==> src/rtl/psc_pkg.sv <==
package psc_pkg;

    typedef enum logic [1:0] {
        CMD_READ  = 2'd0,
        CMD_WRITE = 2'd1,
        CMD_PAGE  = 2'd2,
        CMD_SLEEP = 2'd3
    } cmd_e;

    // minimum times: round up, never below one cycle
    function automatic int unsigned cyc_min(int unsigned ns, int unsigned per);
        int unsigned c;
        c = (ns + per - 1) / per;
        return (c == 0) ? 1 : c;
    endfunction

    // maximum times: round down so the limit is never exceeded
    function automatic int unsigned cyc_max(int unsigned ns, int unsigned per);
        return ns / per;
    endfunction

    function automatic int unsigned max3(int unsigned a, int unsigned b, int unsigned c);
        int unsigned m;
        m = (a > b) ? a : b;
        return (m > c) ? m : c;
    endfunction

endpackage

==> src/rtl/psc_ce_guard.sv <==
module psc_ce_guard #(
    parameter int unsigned LIMIT_CYC = 1000,
    parameter int unsigned PA_CYC    = 2
) (
    input  logic clk,
    input  logic rst_n,
    input  logic ce_n,
    output logic near_limit
);
    localparam int unsigned CNT_W = $clog2(LIMIT_CYC + 1);
    localparam logic [CNT_W-1:0] CNT_SAT = CNT_W'(LIMIT_CYC);
    // cycles already spent low, counted before the current one
    localparam logic [CNT_W-1:0] THRESH_M1 = CNT_W'(LIMIT_CYC - PA_CYC - 1);

    logic [CNT_W-1:0] low_cnt_d, low_cnt_q;

    always_comb begin
        if (ce_n)
            low_cnt_d = '0;
        else if (low_cnt_q == CNT_SAT)
            low_cnt_d = low_cnt_q;
        else
            low_cnt_d = low_cnt_q + 1'b1;
    end

    always_ff @(posedge clk or negedge rst_n) begin
        if (!rst_n) low_cnt_q <= '0;
        else        low_cnt_q <= low_cnt_d;
    end

    assign near_limit = !ce_n && (low_cnt_q >= THRESH_M1);

    // chip select never reaches the limit
    assert_ce_low_limit_R4: assert property (@(posedge clk) disable iff (!rst_n)
        low_cnt_q < CNT_W'(LIMIT_CYC - 1));

endmodule

==> src/rtl/psc_seq.sv <==
module psc_seq
    import psc_pkg::*;
#(
    parameter int unsigned AW       = 21,
    parameter int unsigned DW       = 16,
    parameter int unsigned AA_CYC   = 6,
    parameter int unsigned PA_CYC   = 2,
    parameter int unsigned WR_CYC   = 6,
    parameter int unsigned HZ_CYC   = 1,
    parameter int unsigned WAKE_CYC = 15
) (
    input  logic          clk,
    input  logic          rst_n,
    input  logic          req_valid,
    output logic          req_ready,
    input  logic [1:0]    req_cmd,
    input  logic [AW-1:0] req_addr,
    input  logic [1:0]    req_len,
    input  logic [1:0]    req_be,
    input  logic [DW-1:0] req_wdata,
    input  logic          near_limit,
    output logic          rsp_valid,
    output logic [DW-1:0] rsp_data,
    output logic          rsp_last,
    output logic [AW-1:0] mem_addr,
    output logic          mem_ce_n,
    output logic          mem_we_n,
    output logic          mem_oe_n,
    output logic          mem_ub_n,
    output logic          mem_lb_n,
    output logic          mem_zz_n,
    output logic [DW-1:0] mem_dq_out,
    output logic          mem_dq_oe,
    input  logic [DW-1:0] mem_dq_in
);
    localparam int unsigned LANE_W = DW / 2;
    localparam int unsigned MAX_A  = max3(AA_CYC, PA_CYC, WR_CYC);
    localparam int unsigned MAX_C  = max3(MAX_A, HZ_CYC, WAKE_CYC);
    localparam int unsigned CW     = $clog2(MAX_C + 1);

    typedef enum logic [2:0] {
        S_IDLE, S_RD, S_WR, S_RECOV, S_SLEEP, S_WAKE
    } st_e;

    typedef struct packed {
        st_e           st;
        logic [CW-1:0] cnt;
        logic [AW-1:0] addr;
        logic [1:0]    left;
        logic [1:0]    be;
        logic [DW-1:0] wdata;
        cmd_e          cmd;
        logic          ce_n;
        logic          we_n;
        logic          oe_n;
        logic          ub_n;
        logic          lb_n;
        logic          zz_n;
        logic          drive;
        logic          rvalid;
        logic          rlast;
        logic [DW-1:0] rdata;
    } seq_t;

    seq_t q, n, s;
    logic accept;

    function automatic seq_t idle_val();
        seq_t r;
        r       = '0;
        r.st    = S_IDLE;
        r.cmd   = CMD_READ;
        r.ce_n  = 1'b1;
        r.we_n  = 1'b1;
        r.oe_n  = 1'b1;
        r.ub_n  = 1'b1;
        r.lb_n  = 1'b1;
        r.zz_n  = 1'b1;
        return r;
    endfunction

    // start the access held in r
    function automatic seq_t launch(seq_t r);
        seq_t o;
        o = r;
        case (r.cmd)
            CMD_READ, CMD_PAGE: begin
                o.st   = S_RD;
                o.ce_n = 1'b0;
                o.oe_n = 1'b0;
                o.ub_n = !r.be[1];
                o.lb_n = !r.be[0];
                o.cnt  = CW'(AA_CYC - 1);
            end
            CMD_WRITE: begin
                o.st    = S_WR;
                o.ce_n  = 1'b0;
                o.we_n  = 1'b0;
                o.ub_n  = !r.be[1];
                o.lb_n  = !r.be[0];
                o.drive = 1'b1;
                o.cnt   = CW'(WR_CYC - 1);
            end
            default: begin
                o.st   = S_SLEEP;
                o.zz_n = 1'b0;
            end
        endcase
        return o;
    endfunction

    assign req_ready = (q.st == S_IDLE) || (q.st == S_SLEEP);
    assign accept    = req_valid && req_ready;

    always_comb begin
        s        = q;
        s.addr   = req_addr;
        s.be     = req_be;
        s.wdata  = req_wdata;
        s.cmd    = cmd_e'(req_cmd);
        s.left   = (cmd_e'(req_cmd) == CMD_PAGE) ? req_len : 2'd0;
        s.rvalid = 1'b0;
        s.rlast  = 1'b0;

        n        = q;
        n.rvalid = 1'b0;
        n.rlast  = 1'b0;

        case (q.st)
            S_IDLE, S_SLEEP: begin
                if (accept) begin
                    if (q.st == S_SLEEP && s.cmd != CMD_SLEEP) begin
                        n      = s;
                        n.st   = S_WAKE;
                        n.zz_n = 1'b1;
                        n.cnt  = CW'(WAKE_CYC - 1);
                    end else begin
                        n = launch(s);
                    end
                end
            end
            S_WAKE: begin
                if (q.cnt != '0) n.cnt = q.cnt - 1'b1;
                else             n = launch(q);
            end
            S_RD: begin
                if (q.cnt != '0) begin
                    n.cnt = q.cnt - 1'b1;
                end else begin
                    n.rvalid = 1'b1;
                    n.rdata  = mem_dq_in & {{LANE_W{q.be[1]}}, {LANE_W{q.be[0]}}};
                    if (q.left != 2'd0 && !near_limit) begin
                        n.left      = q.left - 2'd1;
                        n.addr[1:0] = q.addr[1:0] + 2'd1;
                        n.cnt       = CW'(PA_CYC - 1);
                    end else begin
                        n.rlast = 1'b1;
                        n.st    = S_RECOV;
                        n.ce_n  = 1'b1;
                        n.oe_n  = 1'b1;
                        n.ub_n  = 1'b1;
                        n.lb_n  = 1'b1;
                        n.cnt   = CW'(HZ_CYC - 1);
                    end
                end
            end
            S_WR: begin
                if (q.cnt != '0) begin
                    n.cnt = q.cnt - 1'b1;
                end else begin
                    n.st    = S_IDLE;
                    n.ce_n  = 1'b1;
                    n.we_n  = 1'b1;
                    n.ub_n  = 1'b1;
                    n.lb_n  = 1'b1;
                    n.drive = 1'b0;
                end
            end
            S_RECOV: begin
                if (q.cnt != '0) n.cnt = q.cnt - 1'b1;
                else             n.st  = S_IDLE;
            end
            default: n = idle_val();
        endcase
    end

    always_ff @(posedge clk or negedge rst_n) begin
        if (!rst_n) q <= idle_val();
        else        q <= n;
    end

    assign rsp_valid  = q.rvalid;
    assign rsp_data   = q.rdata;
    assign rsp_last   = q.rlast;
    assign mem_addr   = q.addr;
    assign mem_ce_n   = q.ce_n;
    assign mem_we_n   = q.we_n;
    assign mem_oe_n   = q.oe_n;
    assign mem_ub_n   = q.ub_n;
    assign mem_lb_n   = q.lb_n;
    assign mem_zz_n   = q.zz_n;
    assign mem_dq_out = q.wdata;
    assign mem_dq_oe  = q.drive;

    // never the configuration-register pattern
    assert_no_cfg_strobe_R8: assert property (@(posedge clk) disable iff (!rst_n)
        !(!q.ce_n && !q.zz_n));
    // read strobe held off through a write
    assert_oe_off_in_write_R5: assert property (@(posedge clk) disable iff (!rst_n)
        !q.we_n |-> q.oe_n);
    // no drive while the memory may drive
    assert_no_bus_fight_R7: assert property (@(posedge clk) disable iff (!rst_n)
        q.drive |-> q.oe_n);
    // drive starts only after the float cycle
    assert_drive_after_float_R7: assert property (@(posedge clk) disable iff (!rst_n)
        $rose(q.drive) |-> $past(q.oe_n));
    // no acceptance while the chip is selected
    assert_ready_only_idle_R10: assert property (@(posedge clk) disable iff (!rst_n)
        req_ready |-> q.ce_n);
    // end-of-request marker only on a delivered word
    assert_last_with_valid_R3: assert property (@(posedge clk) disable iff (!rst_n)
        q.rlast |-> q.rvalid);

endmodule

==> src/rtl/psram_page_ctrl.sv <==
module psram_page_ctrl
    import psc_pkg::*;
#(
    parameter int unsigned ADDR_W     = 21,
    parameter int unsigned DATA_W     = 16,
    parameter int unsigned CLK_NS     = 10,
    parameter int unsigned T_AA_NS    = 60,
    parameter int unsigned T_PA_NS    = 15,
    parameter int unsigned T_WC_NS    = 60,
    parameter int unsigned T_WP_NS    = 40,
    parameter int unsigned T_DW_NS    = 20,
    parameter int unsigned T_HZ_NS    = 8,
    parameter int unsigned T_CEMAX_NS = 10000,
    parameter int unsigned T_WAKE_NS  = 150
) (
    input  logic              clk,
    input  logic              rst_n,
    input  logic              req_valid,
    output logic              req_ready,
    input  logic [1:0]        req_cmd,
    input  logic [ADDR_W-1:0] req_addr,
    input  logic [1:0]        req_len,
    input  logic [1:0]        req_be,
    input  logic [DATA_W-1:0] req_wdata,
    output logic              rsp_valid,
    output logic [DATA_W-1:0] rsp_data,
    output logic              rsp_last,
    output logic [ADDR_W-1:0] mem_addr,
    output logic              mem_ce_n,
    output logic              mem_we_n,
    output logic              mem_oe_n,
    output logic              mem_ub_n,
    output logic              mem_lb_n,
    output logic              mem_zz_n,
    output logic [DATA_W-1:0] mem_dq_out,
    output logic              mem_dq_oe,
    input  logic [DATA_W-1:0] mem_dq_in
);
    localparam int unsigned AA_C   = cyc_min(T_AA_NS, CLK_NS);
    localparam int unsigned PA_C   = cyc_min(T_PA_NS, CLK_NS);
    localparam int unsigned WR_C   = max3(cyc_min(T_WC_NS, CLK_NS),
                                          cyc_min(T_WP_NS, CLK_NS),
                                          cyc_min(T_DW_NS, CLK_NS));
    localparam int unsigned HZ_C   = cyc_min(T_HZ_NS, CLK_NS);
    localparam int unsigned WAKE_C = cyc_min(T_WAKE_NS, CLK_NS);
    localparam int unsigned LIM_C  = cyc_max(T_CEMAX_NS, CLK_NS);

    logic near_limit;
    logic ce_n_int;

    psc_ce_guard #(
        .LIMIT_CYC (LIM_C),
        .PA_CYC    (PA_C)
    ) i_guard (
        .clk        (clk),
        .rst_n      (rst_n),
        .ce_n       (ce_n_int),
        .near_limit (near_limit)
    );

    psc_seq #(
        .AW       (ADDR_W),
        .DW       (DATA_W),
        .AA_CYC   (AA_C),
        .PA_CYC   (PA_C),
        .WR_CYC   (WR_C),
        .HZ_CYC   (HZ_C),
        .WAKE_CYC (WAKE_C)
    ) i_seq (
        .clk        (clk),
        .rst_n      (rst_n),
        .req_valid  (req_valid),
        .req_ready  (req_ready),
        .req_cmd    (req_cmd),
        .req_addr   (req_addr),
        .req_len    (req_len),
        .req_be     (req_be),
        .req_wdata  (req_wdata),
        .near_limit (near_limit),
        .rsp_valid  (rsp_valid),
        .rsp_data   (rsp_data),
        .rsp_last   (rsp_last),
        .mem_addr   (mem_addr),
        .mem_ce_n   (ce_n_int),
        .mem_we_n   (mem_we_n),
        .mem_oe_n   (mem_oe_n),
        .mem_ub_n   (mem_ub_n),
        .mem_lb_n   (mem_lb_n),
        .mem_zz_n   (mem_zz_n),
        .mem_dq_out (mem_dq_out),
        .mem_dq_oe  (mem_dq_oe),
        .mem_dq_in  (mem_dq_in)
    );

    assign mem_ce_n = ce_n_int;

endmodule

==> config.mk <==
export PLATFORM = sky130hd
export DESIGN_NAME = psram_page_ctrl
export DESIGN_NICKNAME = d
export VERILOG_FILES = /design/src/rtl/psc_pkg.sv /design/src/rtl/psc_ce_guard.sv /design/src/rtl/psc_seq.sv /design/src/rtl/psram_page_ctrl.sv
export SDC_FILE = /design/constraint.sdc
export NUM_CORES = 1
export LEC_CHECK = 0
export ABC_CLOCK_PERIOD_IN_PS = 5150
export BUFFER_PORTS_ARGS = -buffer_cell sky130_fd_sc_hd__clkbuf_2
export CAP_MARGIN = 20
export CORE_MARGIN = 2
export CORE_UTILIZATION = 57
export CTS_CLUSTER_SIZE = 30
export DETAILED_ROUTE_END_ITERATION = 10
export PLACE_DENSITY = 0.88
export SYNTH_ARGS = -nofsm -noshare
export SYNTH_HDL_FRONTEND = slang
export SYNTH_SLANG_ARGS = --single-unit
==> constraint.sdc <==
create_clock -name clk -period 5.15 [get_ports clk]
set_clock_uncertainty 0.05 [all_clocks]
set_input_delay 0.7725 -clock clk [delete_from_list [all_inputs] [get_ports clk]]
set_output_delay 0.7725 -clock clk [all_outputs]
set_load 0.02 [all_outputs]
==> results.toml, run 1 <==
[synthesis]
synth_top_cell_by_area = "dfrtp_1"
ys.flop_type = "dfrtp_1"
synthTopCellsByArea = "dfrtp_1 (44%), buf_4 (8.9%), nand2_1 (7.3%)"
ys.warnings.count = 0
syn_area_per_cell_um2 = 9.272
synth_top_area_share = 0.4423
synth_nets = 551
synth.most_common_cell = "nand2_1"
netlist_instances = 482
synth.distinct_cells = 58
synth_seq_area_share = 0.4776
synth_edf_count = 0
synthArstFlopShare = 1.000
netlist_top_cells_count = "nand2_1 (87), dfrtp_1 (79), buf_4 (53)"
syn_area_um2 = 4469
synth-seq-cells = 85

[final_layout]
finalInstanceArea_um2 = 4955
area_growth_pct = 10.86
fin_nets = 611
ff_latch_area_um2 = 2135
multi_input_area_um2 = 1770
antenna_cells = 0
drive_gt1_frac = 0.2962
fill_cells = 661

[grt]
overflow = 0
grt_pass1_vias = 3356
grt_pass1_wl_um = 15350
grtUsageMet1 = 0.2993
antenna_found_initial = 0
grt_use_total = 0.2223
top_usage_layer = "met2"
use_met2 = 0.3692
met3_usage = 0.04638
grt_max_degree = 86

[die]
die-area_um2 = 8566
ios = 125
die_x_um = 92.55
rows = 32
start_util = 0.5844
die_h_um = 92.55
core_area_um2 = 7647

[routing]
drt_pass1_iterations = 4
drc = 0
routed_wl_um = 9239
drt_iter0_drc = 228
vias_per_cell = 5.384
wl_per_cell_um = 14.24
vias = 3494
ant_nets = 0

[clock_tree]
cts_resized = 0
clock-sinks = 85
cts_max_path_buffers = 2
cts_tree = "done"
clk_root_buffer_cell = "clkbuf_8"
numCtsBuffers = 9
hold_buffers = 0
clock_latency_ns = 0.35
htree_levels = 3
clk_pin_slew_worst_paths_ns = 0.09
cts_setup_buffers = 0

[critical_path]
crit_type = "register to register"
rr_worst_depth = 6
endpoint_kind = "register"
startpoint_type = "register"
critical_path_peak_fanout = 45
crit_arrival_ns = 3.43
critPathRequiredTime_ns = 5.40

[placement]
port_buffers = 124
routabilityCongestion = 0.8924
placed_cell_area_um2 = 4727
hpwl_um = 6686

[timing]
period_share = 0.6181
worstMarginPinSlew_ns = 1.023
hold_viol_final = 0
slew_violations = 0
setup_tns_ns = 0
slew_headroom = 0.3154
grt_setup_unrepaired = "false"
post-route-min-period_ns = 3.183
clock.fmax_mhz = 314.2
finalSetupViolCount = 0

[power_and_ir_drop]
irDropWorstVdd_mv = 0.3236
p_per_area_nw_per_um2 = 614.6
p_leak_nw = 2.432

[outcome]
outcome = "complete, no violations"

[worst_hold_path]
hp-class = "primary input to asynchronous set/reset pin"

[job]
drv_cap = 0
## worst paths after layout
| path | start | to | slack (ns) |
|---|---|---|---|
| max | i_seq.q[72] | i_seq.mem_addr[1] | 1.97 |
| min | rst_n | i_seq.mem_addr[9] | 0.35 |
| max reg2reg | i_seq.q[72] | i_seq.mem_addr[1] | 1.97 |
| min reg2reg | i_seq.mem_ub_n | i_seq.mem_ub_n | 0.43 |
| max in group asynchronous | rst_n | i_seq.mem_oe_n | 4.03 |
| min in group clk | i_seq.mem_ub_n | i_seq.mem_ub_n | 0.43 |
## metrics by stage
step                      power [mW]  utilization  setup WS (ns)  std cells  hold slack, ns
after floorplan                2.361            -          3.168        482          0.4010
after global placement         2.508       0.6181          2.159        632          0.4113
after detailed placement       2.570       0.6181          2.042        632          0.4125
after CTS                      3.056       0.6453          2.024        648          0.4293
after global routing           3.281       0.6479          1.692        649          0.3773
final                          3.045       0.6479          1.967        649          0.3450
## sequential cells by signal, summed over array words and instances, names as in the netlist
name and count:
i_guard.low_cnt_q 10, i_seq.mem_dq_out 16, i_seq.mem_dq_oe 1, i_seq.q 13
i_seq.rsp_last 1, i_seq.mem_we_n 1, i_seq.rsp_valid 1, i_seq.mem_zz_n 1
i_seq.rsp_data 16, i_seq.mem_ce_n 1, i_seq.mem_addr 21, i_seq.mem_oe_n 1
i_seq.mem_ub_n 1, i_seq.mem_lb_n 1
## kinds of logic (layout without fill, tap and decap cells)
family          after synthesis  in the layout  synth area share
buf+inv                      94            159            0.1279
compound gates              119            119            0.1753
xor+xnor                      7              7           0.01372
simple gates                165            165            0.1741
flops                        85             85            0.4776
fa+ha+maj                     7              7           0.01960
mux                           5              5           0.01176
## layout make-up
class                      instances  share of cell area
sequential                        85              0.4308
timing repair buffer             126              0.1313
multi-input combinational        303              0.3573
tap                              102             0.02576
clock buffer                      10             0.02778
inverter                          17             0.01288
clock inverter                     6             0.01414
## worst max-delay path: stages, from the launching register on
cell and delay, ns:
dfrtp_1 0.70, or2_1 0.42, inv_2 0.40, a21oi_4 0.72, buf_4 0.49, o311a_1 0.24, a211o_1 0.09
## where the power goes
part           switching (mW)  internal, mW  total, mW
clock network           0.242         0.241      0.483
registers               0.209         0.918       1.13
logic                   0.919         0.515       1.43
## cell usage in the layout, fill, tap and decap left out, drive strengths merged, types with 4 or more instances in the layout
master	count
ha	7
xor2	4
and2	7
a22o	16
clkbuf	133
nor2b	6
dfrtp	79
o21ai	56
inv	19
nand2	87
nor3	9
nand3	11
nor2	24
dfstp	6
nand2b	6
a21oi	22
a221o	4
## metal layers
metal	up-vias	routed length, µm
met5	-	0
met4	0	80
met3	9	509
met2	113	4370
met1	1670	4278
li1	1702	-
(Power assumes the default switching activity.)
==> run 2, diff against run 1 <==
Settings changed: ABC_AREA set to 1, ABC_CLOCK_PERIOD_IN_PS 5150 to 2600, CORE_UTILIZATION 57 to 47, PLACE_DENSITY 0.88 to 0.78.
Clock period 5.15 ns to 2.6 ns, I/O delays scaled along.
==> run 2 against run 1 <==
  * Sequential power increased by 85%
  * Clock power is 72% higher
  * Critical path depth is 3 lower
  * Sequential cell count stayed put
  * Hold slack got worse by 0.14 ns
  * Synthesized cell count up 7.5%
  * Combinational power increased by 90%
  * Area after synthesis fell by 0.20%
  * Non-clock buffer count grew 2
  * Register-to-register slack worse by 1.3 ns
  * Sequential share of layout area about the same
  * Critical path type is now register to output pin
  * Largest cell class unchanged
==> results.toml, run 2 <==
[outcome]
outcome = "complete, no violations"

[synthesis]
synth.most_common_cell = "dfrtp_1"
syn_area_um2 = 4461
synth-seq-cells = 85
syn_area_per_cell_um2 = 8.611
ys.warnings.count = 0
synth_top_area_share = 0.4432
netlist_instances = 518
synth_nets = 587
netlist_top_cells_count = "dfrtp_1 (79), nand2_1 (71), inv_1 (68)"
synthArstFlopShare = 1.000
synth_top_cell_by_area = "dfrtp_1"
synth_edf_count = 0
synth.distinct_cells = 36
synthTopCellsByArea = "dfrtp_1 (44%), buf_4 (9.3%), o21ai_0 (6.8%)"
ys.flop_type = "dfrtp_1"
synth_seq_area_share = 0.4785

[critical_path]
reg2reg_from = "i_seq.q[73]"
critPathSlowestCell = "dfrtp_1"
cp_top_family = "buffers and inverters"
crit_type = "register to output pin"
critPathRequiredTime_ns = 2.16
cp.depth = 3
slowest_delay_ns = 0.47
path_buf_inv = 2
startpoint_type = "register"
worst-r2r-setup-slack_ns = 0.62
rr_worst_depth = 6
critical_path_peak_fanout = 46
crit_chain = "nor2_4, buf_4, clkbuf_2"
r2r-end = "i_seq.q[43]"
crit_arrival_ns = 1.65
endpoint_kind = "output pin"

[power_and_ir_drop]
p_leak_nw = 2.520
irDropWorstVdd_mv = 0.5057
p_per_area_nw_per_um2 = 1141

[worst_hold_path]
hp-class = "primary input to register"
hold_depth = 3
hold_start = "mem_dq_in[10]"
min_to = "i_seq.rsp_data[10]"

[final_layout]
finalInstanceArea_um2 = 4950
fin_nets = 656
area_growth_pct = 10.97
final_common_cell = "clkbuf_2"
final_cell_mix = "clkbuf_2 (123), dfrtp_1 (79), nand2_1 (71)"
largest_register_ffs = 21
drive_gt1_frac = 0.2821
antenna_cells = 0

[die]
ios = 125
die-area_um2 = 10290
rows = 35
die_h_um = 101.4
die_x_um = 101.4
start_util = 0.4827
core_area_um2 = 9240

[grt]
grt_pass1_vias = 3425
overflow = 0
antenna_found_initial = 0
grt_max_degree = 77
grt_pass1_wl_um = 15710
grt_use_total = 0.1924

[routing]
routed_wl_um = 9536
vias_per_cell = 4.958
vias = 3575
ant_nets = 0
drt_iter0_drc = 227
drt_pass1_iterations = 5
drc = 0
wl_per_cell_um = 13.23

[clock_tree]
htree_levels = 3
numCtsBuffers = 9
cts_setup_buffers = 0
clk_root_buffer_cell = "clkbuf_8"
hold_buffers = 1
clk_pin_slew_worst_paths_ns = 0.09
clock_latency_ns = 0.35
cts_tree = "done"
cts_resized = 0
clock-sinks = 85
cts_max_path_buffers = 2

[placement]
port_buffers = 124
routabilityCongestion = 0.8808
placed_cell_area_um2 = 4770
hpwl_um = 7039

[timing]
hold_viol_final = 0
holdWs_ns = 0.2071
setup_tns_ns = 0
slew_headroom = 0.5829
slew_violations = 0
worstMarginPinSlew_ns = 0.6256
grt_setup_unrepaired = "false"
finalSetupViolCount = 0
clock.fmax_mhz = 479.0
period_share = 0.8029
post-route-min-period_ns = 2.088

[job]
drv_cap = 0
[run 2: cell count changes after synthesis, moves of 9 or more]
cell and delta:
nand3_1 +47, o21ai_1 -24, o21ai_0 +38, inv_1 +52, a22o_1 -16, nand2_1 -16
clkbuf_1 -10, a21oi_1 -9
[run 2: power breakdown]
part / internal (mW) / switching (mW) / total [mW]
Combinational: 0.871 / 1.85 / 2.72
Clock: 0.371 / 0.462 / 0.833
Sequential: 1.79 / 0.309 / 2.09
[run 2: area by class of cell]
cell class	instances	area [µm²]
clock buffer	12	145.1
tap	129	161.4
timing repair buffer	128	668.1
inverter	73	274.0
multi-input combinational	290	1541
fill	855	4290
sequential	85	2135
clock inverter	4	25.02
[run 2: stage by stage]
stage,setup WS (ns),utilization,power (mW),instances
after floorplan,0.9660,-,4.480,518
after global placement,0.6680,0.5162,4.742,704
after detailed placement,0.6185,0.5162,4.839,704
after CTS,0.4984,0.5357,5.699,721
after global routing,0.4182,0.5357,6.135,721
final,0.5123,0.5357,5.647,721
[run 2: per-layer routing]
metal  vias up  routed length, µm  track usage
li1       1774                  -            -
met1      1698               4040       0.2433
met2        90               4966       0.3286
met3        13                390      0.04210
met4         0                139      0.06341
met5         -                  0            0
[run 2: logic make-up (layout without fill, tap and decap cells)]
family,after synthesis,after routing,share of synthesized area
and+or+nand+nor,175,175,0.1809
muxes,2,2,0.005049
buffers and inverters,143,217,0.1776
xor gates and xnor gates,4,4,0.007856
AOI/OAI and AO/OA,102,102,0.1304
adders and majority gates,7,7,0.01963
DFF,85,85,0.4785
[run 2: how the worst max path moves through the flow]
stage | startpoint | endpoint | slack, ns
after floorplan | i_seq.q[68] | i_seq.rsp_data[13] | 0.97
final | i_seq.q[72] | req_ready | 0.51
after CTS | i_seq.q[72] | req_ready | 0.50
after global placement | i_seq.q[73] | i_seq.q[43] | 0.67
after detailed placement | i_seq.q[73] | i_seq.q[43] | 0.62
after global routing | i_seq.q[72] | req_ready | 0.42
[run 2: worst reg2reg max path: cells and delay by family (launching register included)]
| kind | cells | cell delay [ns] |
|---|---|---|
| DFF | 1 | 0.47 |
| and+or+nand+nor | 2 | 0.27 |
| muxes | 1 | 0.41 |
| buffers and inverters | 3 | 0.68 |
